===== config.mk =====
export PLATFORM = sky130hd
export DESIGN_NAME = sc_core
export DESIGN_NICKNAME = d
export VERILOG_FILES = /design/src/rtl/sc_core.sv
export SDC_FILE = /design/constraint.sdc
export NUM_CORES = 2
export LEC_CHECK = 0
export CORE_ASPECT_RATIO = 0.6
export CORE_MARGIN = 1
export CORE_UTILIZATION = 56
export CTS_CLUSTER_DIAMETER = 200
export CTS_CLUSTER_SIZE = 10
export DETAILED_ROUTE_END_ITERATION = 10
export PLACE_DENSITY = 0.82
export SLEW_MARGIN = 15
export SYNTH_ARGS = -nofsm -noshare
export SYNTH_HDL_FRONTEND = slang
export SYNTH_SLANG_ARGS = --single-unit

===== constraint.sdc =====
create_clock -name clk -period 9.4 [get_ports clk]
set_input_delay 1.41 -clock clk [delete_from_list [all_inputs] [get_ports clk]]
set_output_delay 1.41 -clock clk [all_outputs]
set_load 0.02 [all_outputs]

===== src/rtl/sc_core.sv =====
module sc_core #(
  parameter logic [31:0] RESET_PC = 32'h0
) (
  input  logic        clk,
  input  logic        rst,
  output logic [31:0] imem_addr,
  input  logic [31:0] imem_rdata,
  output logic [31:0] dmem_addr,
  output logic [31:0] dmem_wdata,
  output logic        dmem_we,
  input  logic [31:0] dmem_rdata
);
  localparam logic [5:0] OP_RR   = 6'b000000;
  localparam logic [5:0] OP_LOAD = 6'b100011;
  localparam logic [5:0] OP_STOR = 6'b101011;
  localparam logic [5:0] OP_BEQ  = 6'b000100;
  localparam logic [5:0] OP_ADDI = 6'b001000;
  localparam logic [5:0] OP_JMP  = 6'b000010;

  localparam logic [1:0] CLS_ADD = 2'b00;
  localparam logic [1:0] CLS_SUB = 2'b01;
  localparam logic [1:0] CLS_FN  = 2'b10;

  logic [31:0] pc, pc_plus4, imm_ext, rd1, rd2, alu_b, b_eff, sum, alu_res;
  logic [31:0] wb_data, br_target, jmp_target;
  logic [5:0]  op, funct;
  logic [4:0]  rs, rt, rd, wa;
  logic        reg_write, reg_dst, alu_src, branch, mem_write, mem_to_reg, jump;
  logic        rr_ok, known_op, zero, take_branch;
  logic [1:0]  alu_cls;
  logic [2:0]  alu_ctl;
  logic [31:0] rf [32];

  assign op    = imem_rdata[31:26];
  assign rs    = imem_rdata[25:21];
  assign rt    = imem_rdata[20:16];
  assign rd    = imem_rdata[15:11];
  assign funct = imem_rdata[5:0];

  assign rr_ok = (imem_rdata[10:6] == 5'd0) &&
                 (funct inside {6'b100000, 6'b100010, 6'b100100, 6'b100101, 6'b101010});

  always_comb begin
    {reg_write, reg_dst, alu_src, branch, mem_write, mem_to_reg, jump} = '0;
    alu_cls  = CLS_ADD;
    known_op = 1'b1;
    case (op)
      OP_RR:   begin reg_write = rr_ok; reg_dst = 1'b1; alu_cls = CLS_FN; known_op = rr_ok; end
      OP_LOAD: begin reg_write = 1'b1; alu_src = 1'b1; mem_to_reg = 1'b1; end
      OP_STOR: begin alu_src = 1'b1; mem_write = 1'b1; end
      OP_BEQ:  begin branch = 1'b1; alu_cls = CLS_SUB; end
      OP_ADDI: begin reg_write = 1'b1; alu_src = 1'b1; end
      OP_JMP:  jump = 1'b1;
      default: known_op = 1'b0;
    endcase
  end

  always_comb begin
    case (alu_cls)
      CLS_ADD: alu_ctl = 3'b010;
      CLS_SUB: alu_ctl = 3'b110;
      default:
        case (funct)
          6'b100010: alu_ctl = 3'b110;
          6'b100100: alu_ctl = 3'b000;
          6'b100101: alu_ctl = 3'b001;
          6'b101010: alu_ctl = 3'b111;
          default:   alu_ctl = 3'b010;
        endcase
    endcase
  end

  assign imm_ext = {{16{imem_rdata[15]}}, imem_rdata[15:0]};
  assign rd1     = (rs == 5'd0) ? 32'd0 : rf[rs];
  assign rd2     = (rt == 5'd0) ? 32'd0 : rf[rt];
  assign alu_b   = alu_src ? imm_ext : rd2;
  assign b_eff   = alu_ctl[2] ? ~alu_b : alu_b;
  assign sum     = rd1 + b_eff + {31'd0, alu_ctl[2]};

  always_comb begin
    case (alu_ctl[1:0])
      2'b00:   alu_res = rd1 & b_eff;
      2'b01:   alu_res = rd1 | b_eff;
      2'b10:   alu_res = sum;
      default: alu_res = {31'd0, sum[31]};
    endcase
  end

  assign zero        = (alu_res == 32'd0);
  assign take_branch = branch & zero;
  assign pc_plus4    = pc + 32'd4;
  assign br_target   = pc_plus4 + {imm_ext[29:0], 2'b00};
  assign jmp_target  = {pc_plus4[31:28], imem_rdata[25:0], 2'b00};
  assign wa          = reg_dst ? rd : rt;
  assign wb_data     = mem_to_reg ? dmem_rdata : alu_res;

  always_ff @(posedge clk) begin
    if (rst)              pc <= RESET_PC;
    else if (jump)        pc <= jmp_target;
    else if (take_branch) pc <= br_target;
    else                  pc <= pc_plus4;
  end

  always_ff @(posedge clk) begin
    if (reg_write && wa != 5'd0) rf[wa] <= wb_data;
  end

  assign imem_addr  = pc;
  assign dmem_addr  = alu_res;
  assign dmem_wdata = rd2;
  assign dmem_we    = mem_write;

  a_r1_reset_pc: assert property (@(posedge clk) rst |=> (imem_addr == RESET_PC));

  a_r2_seq_pc: assert property (@(posedge clk) disable iff (rst)
    (!branch && !jump) |=> (imem_addr == $past(imem_addr) + 32'd4));

  a_r7_beq_unequal: assert property (@(posedge clk) disable iff (rst)
    (branch && rd1 != rd2) |=> (imem_addr == $past(imem_addr) + 32'd4));

  a_r8_jump_target: assert property (@(posedge clk) disable iff (rst)
    jump |=> (imem_addr == {$past(pc_plus4[31:28]), $past(imem_rdata[25:0]), 2'b00}));

  a_r9_store_r0: assert property (@(posedge clk) disable iff (rst)
    (dmem_we && rt == 5'd0) |-> (dmem_wdata == 32'd0));

  a_r10_unknown_quiet: assert property (@(posedge clk) disable iff (rst)
    !known_op |-> (!dmem_we && !reg_write));
endmodule


==> out/qor.csv <==
stage,metric,value,unit
clock_network,hold-fix buffers at CTS,0,
die,initial standard-cell utilization of the core,56.8,%
place,IO buf count,160,
layout,nets,3594,
route,vias per std cell,7.61,
yosys,synthesized netlist cell count,3174,
layout,layout cell share with drive strength beyond 1,31.8,%
critical_path,cells along the critical path,clkdlybuf4s50_1 -> or4b_1 -> a21oi_4 -> buf_4 -> mux2_2 -> xor2_1 -> ha_1 -> a21oi_1 -> o21bai_1 -> a21oi_1 -> o21ai_0 -> nand3_1 -> o311ai_0 -> a21oi_1 -> o21ai_0 -> xnor2_1 -> o22ai_1 -> clkdlybuf4s50_1,
timing,"Setup violations, final",0,
critical_path,kind of end point of the critical path,output pin,
power_and_ir_drop,Pwr Total,13.0,mW
place,dpl ws,435,ps
power_and_ir_drop,Comb power frac,22.6,%
die,overall die area,99400,um^2
clock_network,"CTS clk-pin slew, worst paths",60,ps
power_and_ir_drop,sw power,3.81,mW
power_and_ir_drop,switching share of total power,29.4,%
global_route,number of antenna violations at the first check in global routing,5,
timing,Setup TNS Final,0,ps
die,boundary pin count,163,
critical_path,arrival time of the worst setup path,7710,ps
global_route,via count of the first global-routing pass,35700,
yosys,main flop type after synthesis,sky130_fd_sc_hd__edfxtp_1,
power_and_ir_drop,P_leak,20.6,nW
yosys,cell types occupying the most area after synthesis,"sky130_fd_sc_hd__edfxtp_1 (56%), sky130_fd_sc_hd__mux4_2 (26%), sky130_fd_sc_hd__ha_1 (2.1%)",
global_route,maximum number of pins on one net before global-route repair,54,
yosys,count of warnings emitted by yosys,0,
layout,"commonest non-fill, non-tap cell in the layout",sky130_fd_sc_hd__edfxtp_1,
die,standard-cell row count,88,
layout,FILL cells,6444,
global_route,total global routing overflow,0,
global_route,overall fraction of global-route tracks in use,38.2,%
die,Die Height,245,um
critical_path,max incr delay on CP,710,ps
timing,normalized max-slew margin,13.6,%
timing,endpoints failing hold,0,
yosys,mean cell area of the mapped netlist,17.3,um^2
die,area of the core,96700,um^2
yosys,library cell with the largest summed area after synthesis,sky130_fd_sc_hd__edfxtp_1,
power_and_ir_drop,maximum ir drop on the vdd rail,0.287,mV
clock_network,TritonCTS sink count,1054,
layout,area overhead of the layout relative to synthesis,13.8,%
power_and_ir_drop,fraction of power consumed by the clock network,31.1,%
power_and_ir_drop,register share of total power,46.3,%
clock_network,clock tree buffer depth,3,
place,"Cell Area, Placed",59400,um^2
place,routability-driven placement congestion ratio,1.02,
layout,post-route cell area,62500,um^2
timing,final cycle utilization of the critical path,97.0,%
route,router iterations before antenna repair,6,
clock_network,insertion delay to the later sink of the worst-skew pair,750,ps
power_and_ir_drop,design internal power,9.17,mW
yosys,"flops & latches, synth",1054,
critical_path,most repeated library cell on the critical path,sky130_fd_sc_hd__a21oi_1,
route,Routed wire per std cell,39.3,um
critical_path,data required time at the worst endpoint,7990,ps
timing,setup slack after layout,280,ps
route,initial DRC count,7064,
clock_network,number of CTS-inserted buffers,115,
timing,setup repair after global routing missed its margin,no,
layout,most used cells in the layout excluding fill and tap cells,"sky130_fd_sc_hd__edfxtp_1 (1024), sky130_fd_sc_hd__mux4_2 (635), sky130_fd_sc_hd__clkdlybuf4s50_1 (150), sky130_fd_sc_hd__nand2_1 (147), sky130_fd_sc_hd__buf_4 (134)",
critical_path,critical path type,primary input to output pin,
clock_network,number of H-tree levels,3,
outcome,status,finished clean,
route,via count,36300,
flow_run,max cap viols,0,
route,DRC violation count after routing,0,
clock_network,"Setup Fix Bufs, Post-CTS",0,
yosys,"Seq/Total Area, Yosys",57.1,%
place,dpl hpwl,116000,um
clock_network,TritonCTS clock tree,yes,
timing,maximum clock skew at final layout,58.9,ps
timing,upper clock frequency limit,0.110,GHz
die,chip width,406,um
timing,"Min Clock Period, post-route",9120,ps
critical_path,crit-path max FO,16,
route,Post-DRT Antenna Nets,0,
clock_network,Clock Root Buffer,sky130_fd_sc_hd__clkbuf_16,
timing,Tightest Pin Transition,1290,ps
yosys,summed instance area of the synthesized netlist,54900,um^2
yosys,fraction of synthesized cell area taken by the top area cell type,56.0,%
hold_path,class of the tightest hold or removal check,flop to flop,
critical_path,CP max stage cell,sky130_fd_sc_hd__clkdlybuf4s50_1,
yosys,async set or reset register ratio after synthesis,0,%
global_route,global-route wire length before repair,265000,um
critical_path,CP Launch Type,primary input,
power_and_ir_drop,power density over the cells,208,nW/um^2
route,final wirelength,187000,um
yosys,Post-synth EDFFs,1024,
timing,max-slew violation count,0,
clock_network,post-CTS resize count,0,
yosys,post-synthesis cell type count,77,
## registers in the layout, summed over array words and instances, names as in the netlist
name and flops:
rf 1024, imem_addr 30
## Yosys cell counts (17+ instances only)
cell type and instances:
sky130_fd_sc_hd__a21o_1 29, sky130_fd_sc_hd__xnor2_1 51, sky130_fd_sc_hd__ha_1 94, sky130_fd_sc_hd__a21oi_1 110, sky130_fd_sc_hd__o21ai_0 70, sky130_fd_sc_hd__nand2_1 147, sky130_fd_sc_hd__buf_1 65, sky130_fd_sc_hd__xor2_1 56
sky130_fd_sc_hd__nor4_1 19, sky130_fd_sc_hd__nand3_1 29, sky130_fd_sc_hd__mux4_2 635, sky130_fd_sc_hd__nor3_1 38, sky130_fd_sc_hd__nor2_1 137, sky130_fd_sc_hd__edfxtp_1 1024, sky130_fd_sc_hd__mux2_2 95, sky130_fd_sc_hd__and2_1 32
sky130_fd_sc_hd__nand4_1 20, sky130_fd_sc_hd__dfxtp_1 30, sky130_fd_sc_hd__clkbuf_1 140, sky130_fd_sc_hd__inv_1 99, sky130_fd_sc_hd__a31oi_1 17
## final cells by class
type | instances | area [um^2] | share of cell area (%)
Clock inverter | 6 | 114 | 0.182
Clock buffer | 138 | 3010 | 4.81
Timing Repair Buffer | 324 | 3230 | 5.17
Tap cell | 1305 | 1630 | 2.61
Sequential cell | 1054 | 31400 | 50.1
Multi-Input combinational cell | 1837 | 22800 | 36.5
Inverter | 100 | 378 | 0.604
Antenna cell | 2 | 5.00 | 0.00800
## logic make-up after synthesis
kind of cell | Yosys count | share of synthesized area (%)
buffers and inverters | 316 | 2.21
and+or+nand+nor | 504 | 4.47
other | 1 | 0.00682
muxes | 736 | 28.1
AOI/OAI and AO/OA | 360 | 4.26
adders and majority gates | 96 | 2.21
xor gates and xnor gates | 107 | 1.71
DFF | 1054 | 57.1
## through the flow
stage	utilization, %	instances	hold WS, ps
4_1_cts	64.7	4764	659
6_report	64.7	4766	659
2_1_floorplan	-	3207	684
3_3_place_gp	61.4	4620	603
5_1_grt	64.7	4764	720
3_5_place_dp	61.4	4620	644
## worst max-delay path, delay by kind of cell
kind / cells / cell delay [ps]
AOI/OAI and AO/OA: 9 / 2690
buffers and inverters: 3 / 1770
and+or+nand+nor: 2 / 650
adders and majority gates: 1 / 440
muxes: 1 / 390
xor gates and xnor gates: 2 / 320
## layer usage
metal	vias to the layer above	track usage, %	wire length, um	part of all wire [%]
li1	13700	-	-	-
met1	18300	52.3	64400	34
met3	719	12.4	28700	15
met5	-	0	11	0.0059
met4	2	18.8	11500	6.1
met2	3586	55.8	82900	44
## path summary, 6_finish.rpt
| kind | start | to | slack, ps | cells past startpoint |
|---|---|---|---|---|
| setup / recovery | imem_rdata[29] | dmem_addr[27] | 280 | 18 |
| hold reg to reg | imem_addr[31] | imem_addr[31] | 660 | 3 |
| hold / removal | imem_addr[31] | imem_addr[31] | 660 | 3 |
| setup reg to reg | rf[6][2] | imem_addr[3] | 2160 | 21 |
## power by group through the flow
stage	registers (mW)	clock network (mW)	logic, mW
floorplan	6.08	0	1.60
global placement	6.09	0	2.77
detailed placement	6.10	0	2.82
CTS	6.00	4.04	2.84
global route	6.01	4.20	3.03
finish	6.01	4.04	2.94
(Power assumes the default switching activity.)
